--- src/rtl/ssp_pkg.sv ---
package ssp_pkg;
  // control word bit positions
  localparam int CTRL_EN_BIT  = 0;
  localparam int CTRL_SRC_BIT = 1;

  typedef enum logic {
    SRC_PDATA = 1'b0,
    SRC_DCLK  = 1'b1
  } sync_src_e;

  // missed-sample counter saturates here; reaching it marks the loop stale
  localparam logic [1:0] MISS_LIMIT = 2'd2;
endpackage

--- src/rtl/ssp_strobe_timer.sv ---
module ssp_strobe_timer #(
  parameter int NOM_PERIOD = 6250,
  parameter int MAX_STEP   = 30,
  parameter int SPC_W      = 8,
  parameter int PER_W      = 13
) (
  input  logic             clk,
  input  logic             rst_n,
  input  logic [SPC_W-1:0] spc,
  input  logic [PER_W-1:0] corr_period,
  output logic             strobe,
  output logic             sample
);
  localparam logic [PER_W-1:0] NOM_P = PER_W'(NOM_PERIOD);
  localparam logic [PER_W-1:0] MIN_P = PER_W'(NOM_PERIOD - MAX_STEP);
  localparam logic [PER_W-1:0] MAX_P = PER_W'(NOM_PERIOD + MAX_STEP);

  logic [PER_W-1:0] pcnt_q, pcnt_d;
  logic [PER_W-1:0] period_q, period_d;
  logic [SPC_W-1:0] sidx_q, sidx_d;
  logic [SPC_W-1:0] spc_last;

  // a cycle length of zero behaves as one strobe per cycle
  assign spc_last = (spc == '0) ? '0 : spc - 1'b1;
  assign strobe   = (pcnt_q == period_q - 1'b1);
  assign sample   = strobe && (sidx_q == '0);

  always_comb begin
    pcnt_d   = pcnt_q + 1'b1;
    period_d = period_q;
    sidx_d   = sidx_q;
    if (strobe) begin
      pcnt_d   = '0;
      period_d = sample ? corr_period : NOM_P;
      sidx_d   = (sidx_q >= spc_last) ? '0 : sidx_q + 1'b1;
    end
  end

  always_ff @(posedge clk or negedge rst_n) begin
    if (!rst_n) begin
      pcnt_q   <= '0;
      period_q <= NOM_P;
      sidx_q   <= '0;
    end else begin
      pcnt_q   <= pcnt_d;
      period_q <= period_d;
      sidx_q   <= sidx_d;
    end
  end

  AST_STEP_BOUND: assert property (@(posedge clk) disable iff (!rst_n)
    strobe |-> (period_q >= MIN_P) && (period_q <= MAX_P));

  AST_PLAIN_PERIOD: assert property (@(posedge clk) disable iff (!rst_n)
    (strobe && !sample) |=> (period_q == NOM_P));

  AST_STROBE_PULSE: assert property (@(posedge clk) disable iff (!rst_n)
    strobe |=> !strobe);
endmodule

--- src/rtl/ssp_delay_meter.sv ---
module ssp_delay_meter
  import ssp_pkg::*;
#(
  parameter int CNT_W = 16
) (
  input  logic             clk,
  input  logic             rst_n,
  input  logic             dc_evt,
  input  logic             pd_evt,
  input  sync_src_e        src,
  input  logic             sample,
  output logic [CNT_W-1:0] dly,
  output logic [CNT_W-1:0] act_q,
  output logic             stale
);
  logic             evt;
  logic [CNT_W-1:0] dcnt_d, act_d;
  logic [1:0]       miss_q, miss_d;

  assign evt   = (src == SRC_DCLK) ? dc_evt : pd_evt;
  assign stale = (miss_q >= MISS_LIMIT);

  always_comb begin
    dcnt_d = (dly == '1) ? dly : dly + 1'b1;
    if (evt) dcnt_d = '0;

    miss_d = miss_q;
    if (evt)                miss_d = '0;
    else if (sample && !stale) miss_d = miss_q + 1'b1;

    act_d = act_q;
    if (sample) act_d = dly;
  end

  always_ff @(posedge clk or negedge rst_n) begin
    if (!rst_n) begin
      dly    <= '0;
      act_q  <= '0;
      miss_q <= MISS_LIMIT;
    end else begin
      dly    <= dcnt_d;
      act_q  <= act_d;
      miss_q <= miss_d;
    end
  end

  AST_CLEAR_ON_EVT: assert property (@(posedge clk) disable iff (!rst_n)
    evt |=> (dly == '0));

  AST_STALE_HOLD: assert property (@(posedge clk) disable iff (!rst_n)
    (stale && !evt) |=> stale);

  AST_ACT_HOLD: assert property (@(posedge clk) disable iff (!rst_n)
    !sample |=> $stable(act_q));
endmodule

--- src/rtl/ssp_loop_filter.sv ---
module ssp_loop_filter #(
  parameter int NOM_PERIOD = 6250,
  parameter int MAX_STEP   = 30,
  parameter int SHIFT      = 3,
  parameter int CNT_W      = 16,
  parameter int PER_W      = 13
) (
  input  logic [CNT_W-1:0] exp_delay,
  input  logic [CNT_W-1:0] dly,
  input  logic             qualify,
  output logic [PER_W-1:0] corr_period
);
  localparam int DW = CNT_W + 2;
  localparam logic [PER_W-1:0]    NOM_P = PER_W'(NOM_PERIOD);
  localparam logic signed [DW-1:0] MAXS = DW'(MAX_STEP);

  logic signed [DW-1:0] diff, step, step_c;

  always_comb begin
    diff = $signed({2'b00, exp_delay}) - $signed({2'b00, dly});
    // arithmetic shift rounds toward minus infinity
    step = diff >>> SHIFT;
    if (step > MAXS)       step_c = MAXS;
    else if (step < -MAXS) step_c = -MAXS;
    else                   step_c = step;
    corr_period = qualify ? (NOM_P + PER_W'(step_c)) : NOM_P;
  end
endmodule

--- src/rtl/ssp_lock_det.sv ---
module ssp_lock_det #(
  parameter int CNT_W  = 16,
  parameter int LOCK_W = 8
) (
  input  logic              clk,
  input  logic              rst_n,
  input  logic              sample,
  input  logic              qualify,
  input  logic [CNT_W-1:0]  dly,
  input  logic [CNT_W-1:0]  exp_delay,
  input  logic [CNT_W-1:0]  win,
  input  logic [LOCK_W-1:0] lock_thresh,
  output logic              locked
);
  localparam int DW = CNT_W + 2;

  logic signed [DW-1:0] a_s, lo_s, hi_s;
  logic                 inwin;
  logic [LOCK_W-1:0]    run_q, run_d, run_inc;
  logic                 locked_d;

  assign a_s   = $signed({2'b00, dly});
  assign lo_s  = $signed({2'b00, exp_delay}) - $signed({2'b00, win});
  assign hi_s  = $signed({2'b00, exp_delay}) + $signed({2'b00, win});
  assign inwin = (a_s > lo_s) && (a_s < hi_s);

  assign run_inc = (run_q == '1) ? run_q : run_q + 1'b1;

  always_comb begin
    run_d    = run_q;
    locked_d = locked;
    if (sample) begin
      if (qualify && inwin) begin
        run_d    = run_inc;
        locked_d = (run_inc >= lock_thresh);
      end else begin
        run_d    = '0;
        locked_d = 1'b0;
      end
    end
  end

  always_ff @(posedge clk or negedge rst_n) begin
    if (!rst_n) begin
      run_q  <= '0;
      locked <= 1'b0;
    end else begin
      run_q  <= run_d;
      locked <= locked_d;
    end
  end

  AST_LOCK_AT_SAMPLE: assert property (@(posedge clk) disable iff (!rst_n)
    !sample |=> $stable(locked));

  AST_OUTWIN_DROP: assert property (@(posedge clk) disable iff (!rst_n)
    (sample && !inwin) |=> !locked);

  AST_UNQUAL_DROP: assert property (@(posedge clk) disable iff (!rst_n)
    (sample && !qualify) |=> (!locked && run_q == '0));
endmodule

--- src/rtl/fieldbus_strobe_sync.sv ---
module fieldbus_strobe_sync
  import ssp_pkg::*;
#(
  parameter int NOM_PERIOD = 6250,
  parameter int MAX_STEP   = 30,
  parameter int SHIFT      = 3,
  parameter int CNT_W      = 16,
  parameter int SPC_W      = 8,
  parameter int LOCK_W     = 8
) (
  input  logic              clk,
  input  logic              rst_n,
  input  logic [1:0]        ctrl,
  input  logic              dc_evt,
  input  logic              pd_evt,
  input  logic [SPC_W-1:0]  spc,
  input  logic [CNT_W-1:0]  exp_delay,
  input  logic [CNT_W-1:0]  win,
  input  logic [LOCK_W-1:0] lock_thresh,
  output logic              strobe,
  output logic [CNT_W-1:0]  act_delay,
  output logic              locked
);
  localparam int PER_W = $clog2(NOM_PERIOD + MAX_STEP + 1);

  logic             sample;
  logic             stale;
  logic             qualify;
  logic [CNT_W-1:0] dly;
  logic [PER_W-1:0] corr_period;
  sync_src_e        src;

  assign src     = sync_src_e'(ctrl[CTRL_SRC_BIT]);
  assign qualify = ctrl[CTRL_EN_BIT] && !stale;

  ssp_strobe_timer #(
    .NOM_PERIOD (NOM_PERIOD),
    .MAX_STEP   (MAX_STEP),
    .SPC_W      (SPC_W),
    .PER_W      (PER_W)
  ) i_timer (
    .clk         (clk),
    .rst_n       (rst_n),
    .spc         (spc),
    .corr_period (corr_period),
    .strobe      (strobe),
    .sample      (sample)
  );

  ssp_delay_meter #(
    .CNT_W (CNT_W)
  ) i_meter (
    .clk    (clk),
    .rst_n  (rst_n),
    .dc_evt (dc_evt),
    .pd_evt (pd_evt),
    .src    (src),
    .sample (sample),
    .dly    (dly),
    .act_q  (act_delay),
    .stale  (stale)
  );

  ssp_loop_filter #(
    .NOM_PERIOD (NOM_PERIOD),
    .MAX_STEP   (MAX_STEP),
    .SHIFT      (SHIFT),
    .CNT_W      (CNT_W),
    .PER_W      (PER_W)
  ) i_filter (
    .exp_delay   (exp_delay),
    .dly         (dly),
    .qualify     (qualify),
    .corr_period (corr_period)
  );

  ssp_lock_det #(
    .CNT_W  (CNT_W),
    .LOCK_W (LOCK_W)
  ) i_lock (
    .clk         (clk),
    .rst_n       (rst_n),
    .sample      (sample),
    .qualify     (qualify),
    .dly         (dly),
    .exp_delay   (exp_delay),
    .win         (win),
    .lock_thresh (lock_thresh),
    .locked      (locked)
  );

  AST_DISABLED_NO_LOCK: assert property (@(posedge clk) disable iff (!rst_n)
    (sample && !ctrl[CTRL_EN_BIT]) |=> !locked);
endmodule

--- config.mk ---
export PLATFORM = sky130hd
export DESIGN_NAME = fieldbus_strobe_sync
export DESIGN_NICKNAME = d
export VERILOG_FILES = /design/src/rtl/ssp_pkg.sv /design/src/rtl/ssp_strobe_timer.sv /design/src/rtl/ssp_delay_meter.sv /design/src/rtl/ssp_loop_filter.sv /design/src/rtl/ssp_lock_det.sv /design/src/rtl/fieldbus_strobe_sync.sv
export SDC_FILE = /design/constraint.sdc
export NUM_CORES = 1
export LEC_CHECK = 0
export ABC_AREA = 1
export BUFFER_PORTS_ARGS = -buffer_cell sky130_fd_sc_hd__clkbuf_2
export CORE_MARGIN = 2
export CORE_UTILIZATION = 41
export CTS_CLUSTER_SIZE = 10
export DETAILED_ROUTE_END_ITERATION = 7
export PLACE_DENSITY = 0.61
export SYNTH_ARGS = -nofsm -noshare
export SYNTH_HDL_FRONTEND = slang
export SYNTH_SLANG_ARGS = --single-unit
--- constraint.sdc ---
create_clock -name clk -period 3.35 [get_ports clk]
set_clock_uncertainty 0.1 [all_clocks]
set_input_delay 0.5025 -clock clk [delete_from_list [all_inputs] [get_ports clk]]
set_output_delay 0.5025 -clock clk [all_outputs]
set_load 0.01 [all_outputs]
==> out/results.tsv, run 1 <==
stage	metric	value	unit
min_path	classification of the worst-slack hold path	primary input to asynchronous set/reset pin	
clock_tree	Skew-Pair Late Insertion Delay	340	ps
sta	pins over their slew limit	0	
power_and_ir_drop	clock share of power	35.6	%
power_and_ir_drop	Internal Pwr Total	1.95	mW
layout	Syn-to-layout area delta	26.7	%
sta	Highest Clock Rate	0.279	GHz
placement	total instance count after detailed placement	1600	
power_and_ir_drop	fraction of power consumed by sequential logic	32.9	%
setup_path	category of the critical setup timing path	primary input to register	
floorplanning	die extent in y	145	um
yosys	total of flip-flops plus latches after synthesis	77	
routing	Routed WL per cell	13.3	um
grt	antenna violations before repair	0	
yosys	Synth Area per Inst	6.91	um2
placement	Post-DP Area	9580	um2
yosys	ys async rst share	100	%
layout	number of antenna diodes	0	
placement	HPWL after detailed placement	17700	um
setup_path	worst path buffer plus inverter count	11	
flow_run	Max-cap violations	0	
grt	wire length of the first global-routing pass	35900	um
clock_tree	Hold-fix buffers, CTS	0	
clock_tree	number of H-tree levels	3	
yosys	distinct cell type count of the synthesized netlist	57	
routing	drt initial violations	495	
clock_tree	deepest clock path buffer count	2	
floorplanning	Initial Util	41.7	%
placement	final RePlAce weighted congestion	0.900	
run_status	result of the run	complete, but fails checks	
routing	per-cell via count in the routed design	4.88	
sta	number of setup violations in the final report	9	
grt	maximum number of pins on one net before global-route repair	78	
setup_path	master of the slowest instance on the critical path	sky130_fd_sc_hd__ha_1	
routing	number of design rule violations left after detail routing	0	
power_and_ir_drop	pwr dens	278	nW/um2
yosys	count of synthesis-stage warnings from yosys	0	
grt	total global routing track utilization	21.7	%
setup_path	CP startpoint kind	primary input	
floorplanning	placeable core area	19500	um2
routing	total wire length	21800	um
placement	count of buffers inserted at the top-level ports	71	
layout	Nets	1530	
setup_path	cell type group with the largest total delay on the critical path	buffers and inverters	
yosys	synthesized net count	1334	
floorplanning	die area	20900	um2
yosys	instance count of the mapped netlist	1175	
floorplanning	I/O pin cnt	72	
setup_path	Worst Path Max Fanout	5	
clock_tree	Num CTS Buffers	9	
grt	global-route track usage on met3	2.76	%
clock_tree	CTS tree	yes	
sta	total negative slack	-1670	ps
routing	total iterations of the first detailed-routing run	5	
power_and_ir_drop	Static Leakage	5.50	nW
floorplanning	number of core rows	51	
run_status	violated checks	negative setup slack	
routing	post-route antenna net violation count	0	
clock_tree	clock-pin slew of the registers on the worst-case setup and hold paths	60	ps
sta	unrepaired setup endpoints after global routing	true	
yosys	portion of the post-synthesis area used by sequential elements	23.8	%
setup_path	WP data required	3520	ps
yosys	commonest register cell after synthesis	sky130_fd_sc_hd__dfrtp_1	
power_and_ir_drop	relative contribution of combinational cells to total power	31.5	%
floorplanning	Die W	145	um
sta	Hold Violations, Final	0	
power_and_ir_drop	Net Sw Frac	31.7	%
sta	Period minus WS final	3580	ps
clock_tree	Clock Sinks	77	
power_and_ir_drop	worst vdd ir	0.225	mV
grt	grt total ovfl	0	
grt	GR Util met2	34.2	%
layout	share of cells above drive strength 1	23.3	%
layout	summed area of non-filler cells in the final layout	10300	um2
grt	vias in the first global route	7433	
yosys	mapped cell area	8120	um2
routing	total number of vias	8016	
sta	Worst Setup Slack, final	-234	ps
grt	global route hottest layer	met2	
setup_path	cell seen most often among critical-path stages	sky130_fd_sc_hd__buf_4	
grt	Global Route met1 Usage	31.3	%
setup_path	crit end category	register	
setup_path	longest individual stage delay on the worst path	290	ps
sta	share of the cycle needed by the critical path after routing	107	%
power_and_ir_drop	switching component of the power	0.905	mW
clock_tree	root buf cell	sky130_fd_sc_hd__clkbuf_16	
sta	Tightest Pin Transition	1040	ps
yosys	number of flops mapped to enable cells by yosys	0	
setup_path	WP data arrival	3750	ps
sta	relative slew slack	29.9	%
power_and_ir_drop	overall power	2.85	mW
layout	fin cells	1641	
-- kinds of logic (layout without fill, tap and decap cells) --
family,Yosys count,in the layout,synth area share [%]
and+or+nand+nor,532,533,29.4
buffers and inverters,214,414,10.4
xor gates and xnor gates,53,53,5.81
DFF,77,77,23.8
AOI/OAI and AO/OA,194,194,14.2
adders and majority gates,105,105,16.4
-- layout make-up --
| class | instances | area (um2) |
|---|---|---|
| Multi-Input combinational cell | 885 | 5590 |
| Inverter | 199 | 773 |
| Clock buffer | 11 | 253 |
| Sequential cell | 77 | 1940 |
| Clock inverter | 5 | 58.8 |
| Tap cell | 265 | 332 |
| Fill cell | 1936 | 9180 |
| Timing Repair Buffer | 199 | 1340 |
-- cells in the final DEF, fill, tap and decap left out, drive strengths merged, types with 6 or more instances in the layout --
cell	count
nor4	10
o22ai	9
a31oi	7
ha	103
nand3	61
or2	6
clkbuf	81
nor3	31
nor3b	8
buf	129
nand2	288
dfstp	7
nand4	23
o21ai	66
a21oi	78
xnor2	7
dfrtp	70
a211oi	7
xor2	46
nor2	95
inv	196
-- synth_stat cells (2+ instances only) --
cell,instances,area (um2)
sky130_fd_sc_hd__nand2_1,271,1020
sky130_fd_sc_hd__inv_1,194,728
sky130_fd_sc_hd__ha_1,103,1290
sky130_fd_sc_hd__nor2_1,90,338
sky130_fd_sc_hd__a21oi_1,78,390
sky130_fd_sc_hd__dfrtp_1,70,1750
sky130_fd_sc_hd__nand3_1,60,300
sky130_fd_sc_hd__xor2_1,45,394
sky130_fd_sc_hd__o21ai_0,42,210
sky130_fd_sc_hd__nor3_1,29,145
sky130_fd_sc_hd__nand4_1,20,125
sky130_fd_sc_hd__o21ai_2,17,149
sky130_fd_sc_hd__nand2_2,16,100
sky130_fd_sc_hd__nor4_1,9,56.3
sky130_fd_sc_hd__o22ai_1,9,56.3
sky130_fd_sc_hd__nor3b_1,8,60.1
sky130_fd_sc_hd__a211oi_1,7,52.6
sky130_fd_sc_hd__a31oi_1,7,43.8
sky130_fd_sc_hd__clkbuf_1,7,26.3
sky130_fd_sc_hd__dfstp_2,7,184
sky130_fd_sc_hd__o21ai_1,7,35.0
sky130_fd_sc_hd__xnor2_1,7,61.3
sky130_fd_sc_hd__nand3b_1,5,37.5
sky130_fd_sc_hd__o21a_1,5,37.5
sky130_fd_sc_hd__or2_2,5,31.3
sky130_fd_sc_hd__and2_1,4,25.0
sky130_fd_sc_hd__buf_6,4,45.0
sky130_fd_sc_hd__o211ai_1,4,30.0
sky130_fd_sc_hd__nand4_2,3,37.5
sky130_fd_sc_hd__nor2_2,3,18.8
sky130_fd_sc_hd__o21bai_1,3,22.5
sky130_fd_sc_hd__o31ai_1,3,22.5
sky130_fd_sc_hd__a21o_1,2,15.0
sky130_fd_sc_hd__a221oi_1,2,17.5
sky130_fd_sc_hd__buf_2,2,10.0
sky130_fd_sc_hd__clkinv_1,2,7.51
sky130_fd_sc_hd__fa_1,2,40.0
sky130_fd_sc_hd__nor2_4,2,22.5
sky130_fd_sc_hd__nor3_2,2,20.0
sky130_fd_sc_hd__o221ai_1,2,17.5
-- worst reg2reg max path: cells and delay by family, from the launching register on --
| kind | cells | cell delay (ps) |
|---|---|---|
| fa+ha+maj | 2 | 480 |
| buf+inv | 1 | 60 |
| compound gates | 8 | 1260 |
| simple gates | 6 | 790 |
| flops | 1 | 380 |
-- flip-flops by register name, summed over array words and instances (netlist names) --
name	cells
i_timer.sidx_q	8
i_meter.dly	16
i_meter.miss_q	2
i_timer.period_q	13
i_timer.pcnt_q	13
i_meter.act_q	16
i_lock.run_q	8
i_lock.locked	1
-- per-layer routing --
layer / part of all wire, % / vias up / wire length [um]
met5: 0 / - / 0
met4: 1.5 / 0 / 333
met3: 3.1 / 18 / 684
met2: 44 / 133 / 9600
met1: 51 / 3621 / 11200
li1: - / 4244 / -
-- power by group through the flow --
stage / registers, mW / logic, mW / clock network (mW)
3_3_place_gp: 0.956 / 0.821 / 0
3_5_place_dp: 0.956 / 0.824 / 0
6_report: 0.939 / 0.898 / 1.02
5_1_grt: 0.939 / 1.01 / 1.08
2_1_floorplan: 0.956 / 0.496 / 0
4_1_cts: 0.939 / 0.869 / 1.04
-- what timing repair did --
item,CTS,global route
gates resized for setup,19,23
cloned,1,0
setup endpoints to repair,10,12
setup buffers,17,7
pin swaps,23,24
-- final timing paths --
path / start / end / slack [ps] / depth (start not counted)
max reg2reg: i_lock.run_q[0] / i_lock.locked / 170 / 17
min in group clk: i_timer.period_q[11] / i_timer.period_q[11] / 380 / 2
min: rst_n / i_meter.act_q[0] / 220 / 1
min reg2reg: i_timer.period_q[11] / i_timer.period_q[11] / 380 / 2
max: exp_delay[0] / i_lock.locked / -230 / 26
max in group asynchronous: rst_n / i_meter.dly[3] / 2220 / 1
-- per-stage QoR --
stage / util [%] / hold WS (ps) / worst slack (ps)
3_3_place_gp: 49.2 / 373 / -595
4_1_cts: 52.0 / 260 / -174
6_report: 52.8 / 224 / -234
2_1_floorplan: - / 107 / -82.5
3_5_place_dp: 49.2 / 378 / -649
5_1_grt: 52.8 / 306 / -393
(Power assumes the default switching activity.)
==> run 2: changes to the inputs <==
--- a/config.mk
+++ b/config.mk
@@ -5,13 +5,13 @@
 export SDC_FILE = /design/constraint.sdc
 export NUM_CORES = 1
 export LEC_CHECK = 0
-export ABC_AREA = 1
+export ABC_AREA = 0
 export BUFFER_PORTS_ARGS = -buffer_cell sky130_fd_sc_hd__clkbuf_2
 export CORE_MARGIN = 2
 export CORE_UTILIZATION = 41
 export CTS_CLUSTER_SIZE = 10
 export DETAILED_ROUTE_END_ITERATION = 7
-export PLACE_DENSITY = 0.61
+export PLACE_DENSITY = 0.62
 export SYNTH_ARGS = -nofsm -noshare
 export SYNTH_HDL_FRONTEND = slang
 export SYNTH_SLANG_ARGS = --single-unit
==> out/results.tsv, run 2 <==
stage	metric	value	unit
run_status	result of the run	complete, but fails checks	
run_status	violated checks	negative setup slack	
layout	area used by multi-input combinational logic	5810	um2
yosys	Synth Area per Inst	8.42	um2
floorplanning	die extent in y	140	um
setup_path	worst path cell trace	clkbuf_8 > inv_6 > ha_4 > nor2b_2 > o21ai_2 > a21oi_2 > o21ai_2 > a211oi_2 > nor2_1 > a211o_1 > o211ai_1 > a21oi_2 > xor2_1 > ha_1 > nand4_1 > nor2_2 > a21oi_1 > nand2_1 > a221oi_4 > buf_6 > a211oi_4 > a22o_1	
sta	Worst Setup Slack, final	-547	ps
layout	Nets	1332	
power_and_ir_drop	worst vdd ir	0.251	mV
layout	largest registers	i_meter.act_q x16, i_meter.dly x16	
sta	share of the cycle needed by the critical path after routing	116	%
layout	share of cells above drive strength 1	34.4	%
layout	most common cell after layout, fill and taps aside	sky130_fd_sc_hd__buf_4	
grt	antenna violations before repair	0	
clock_tree	deepest clock path buffer count	2	
yosys	distinct cell type count of the synthesized netlist	75	
min_path	classification of the worst-slack hold path	primary input to asynchronous set/reset pin	
routing	post-route antenna net violation count	0	
setup_path	WP data required	3480	ps
clock_tree	Num CTS Buffers	9	
layout	count of filler cells inserted in the layout	1663	
clock_tree	Skew-Pair Late Insertion Delay	340	ps
clock_tree	Hold-fix buffers, CTS	0	
yosys	portion of the post-synthesis area used by sequential elements	25.6	%
clock_tree	clock-pin slew of the registers on the worst-case setup and hold paths	60	ps
power_and_ir_drop	overall power	2.89	mW
yosys	synthesized net count	1058	
layout	Seq. cell area	1940	um2
yosys	commonest register cell after synthesis	sky130_fd_sc_hd__dfrtp_1	
yosys	mapped cell area	7570	um2
setup_path	CP startpoint kind	primary input	
grt	grt total ovfl	0	
layout	fin cells	1407	
sta	Tightest Pin Transition	1010	ps
yosys	most area-hungry cell type in the Yosys netlist	sky130_fd_sc_hd__dfrtp_1	
power_and_ir_drop	Static Leakage	5.19	nW
routing	total iterations of the first detailed-routing run	4	
grt	total global routing track utilization	21.0	%
sta	pins over their slew limit	0	
routing	drt initial violations	250	
layout	Syn-to-layout area delta	41.0	%
setup_path	category of the critical setup timing path	primary input to register	
floorplanning	Initial Util	42.0	%
grt	wire length of the first global-routing pass	33900	um
yosys	portion of synthesized cell area occupied by the leading cell type	23.1	%
routing	per-cell via count in the routed design	5.13	
floorplanning	die area	19600	um2
clock_tree	number of H-tree levels	3	
sta	unrepaired setup endpoints after global routing	true	
flow_run	Max-cap violations	0	
layout	number of antenna diodes	0	
clock_tree	CTS tree	yes	
sta	relative slew slack	32.6	%
floorplanning	Die W	140	um
yosys	cells taking the most area after synthesis	sky130_fd_sc_hd__dfrtp_1 23%, sky130_fd_sc_hd__ha_1 17%, sky130_fd_sc_hd__xnor2_1 7.4%	
layout	most used cells in the layout excluding fill and tap cells	211 x sky130_fd_sc_hd__buf_4, 90 x sky130_fd_sc_hd__ha_1, 84 x sky130_fd_sc_hd__nor2_1, 70 x sky130_fd_sc_hd__dfrtp_1, 66 x sky130_fd_sc_hd__inv_1	
routing	number of design rule violations left after detail routing	0	
yosys	count of synthesis-stage warnings from yosys	0	
placement	HPWL after detailed placement	16300	um
yosys	Commonest cells post-synth	103 x sky130_fd_sc_hd__ha_1, 89 x sky130_fd_sc_hd__nor2_1, 74 x sky130_fd_sc_hd__inv_1	
yosys	ys async rst share	100	%
power_and_ir_drop	pwr dens	271	nW/um2
routing	total wire length	20200	um
yosys	most frequent cell after synthesis	sky130_fd_sc_hd__ha_1	
setup_path	Worst Path Max Fanout	8	
placement	final RePlAce weighted congestion	0.885	
setup_path	master of the slowest instance on the critical path	sky130_fd_sc_hd__a221oi_4	
floorplanning	number of core rows	49	
sta	Period minus WS final	3900	ps
sta	number of setup violations in the final report	14	
setup_path	longest individual stage delay on the worst path	360	ps
grt	vias in the first global route	7252	
sta	Hold Violations, Final	0	
setup_path	logic depth of the worst register-to-register path	9	
placement	total instance count after detailed placement	1375	
sta	Highest Clock Rate	0.257	GHz
grt	maximum number of pins on one net before global-route repair	78	
routing	Routed WL per cell	14.3	um
yosys	instance count of the mapped netlist	899	
clock_tree	Clock Sinks	77	
clock_tree	root buf cell	sky130_fd_sc_hd__clkbuf_16	
setup_path	WP data arrival	4020	ps
yosys	number of flops mapped to enable cells by yosys	0	
floorplanning	I/O pin cnt	72	
yosys	total of flip-flops plus latches after synthesis	77	
setup_path	crit end category	register	
routing	total number of vias	7213	
placement	count of buffers inserted at the top-level ports	71	
floorplanning	placeable core area	18000	um2
-- run 2: cell count changes after synthesis, sizes merged, moves of 13 or more --
cell / delta
a21o: +25
a21oi: -36
and2: +13
inv: -122
nand2: -230
nand2b: +15
nand3: -21
nand4: -14
nor2b: +19
o21ai: -15
xnor2: +57
xor2: -20
-- run 2: critical path: cells and delay by family --
family / cells / cell delay (ps)
AO/OA/AOI/OAI: 11 / 2050
adder cells (fa/ha/maj): 2 / 530
buffers and inverters: 3 / 300
XOR/XNOR: 1 / 140
AND/OR/NAND/NOR: 5 / 480
-- run 2: logic make-up (layout without fill, tap and decap cells) --
group / Yosys count / in the layout / synth area share (%)
multiplexers: 13 / 13 / 1.82
buffers and inverters: 97 / 376 / 5.02
XOR/XNOR: 90 / 90 / 10.4
AO/OA/AOI/OAI: 201 / 201 / 18.2
adder cells (fa/ha/maj): 105 / 105 / 17.6
AND/OR/NAND/NOR: 316 / 316 / 21.4
flip-flops: 77 / 77 / 25.6
-- run 2: layout make-up --
type,count,area share (%)
multi-input cells,725,54.5
repair buffers,286,19.1
flip-flops and latches,77,18.1
inverters,74,2.81
well taps,229,2.68
clock buffers,9,2.11
clock inverters,7,0.692
-- run 2: metal layers --
layer / routed length, um / track usage (%)
met5: 0 / 0
met4: 200 / 4.42
met3: 393 / 1.69
met2: 10000 / 36.7
met1: 9510 / 28.5
-- run 2: timing repair --
item                                    in CTS  in global routing
buffers inserted                            10                  9
resized for setup                           25                 49
endpoints found under the setup margin      16                 25
pin swaps                                   22                 32
-- run 2: per-stage QoR --
step | area [um2] | TNS, ps | util, % | worst slack, ps | hold slack [ps]
after floorplan | 7850 | -5350 | - | -566 | 107
after global placement | 9880 | -15190 | 54.8 | -1050 | 362
after detailed placement | 9880 | -15890 | 54.8 | -1100 | 369
after CTS | 10400 | -6410 | 57.8 | -643 | 280
after global routing | 10700 | -9110 | 59.2 | -793 | 330
final | 10700 | -6000 | 59.2 | -547 | 214
-- run 2: worst paths after layout --
kind                                startpoint                 to  slack (ps)
max                                     win[1]    i_lock.run_q[5]        -550
min                                      rst_n      i_lock.locked         210
max reg2reg                i_timer.period_q[3]      i_lock.locked        -370
min reg2reg                  i_meter.act_q[14]  i_meter.act_q[14]         380
max in group asynchronous                rst_n   i_meter.act_q[0]        2250
min in group clk             i_meter.act_q[14]  i_meter.act_q[14]         380
-- run 2: report_power, final --
part / total, mW / switching [mW] / internal (mW)
Sequential: 0.939 / 0.00302 / 0.936
Combinational: 0.964 / 0.470 / 0.494
Clock: 0.990 / 0.412 / 0.578
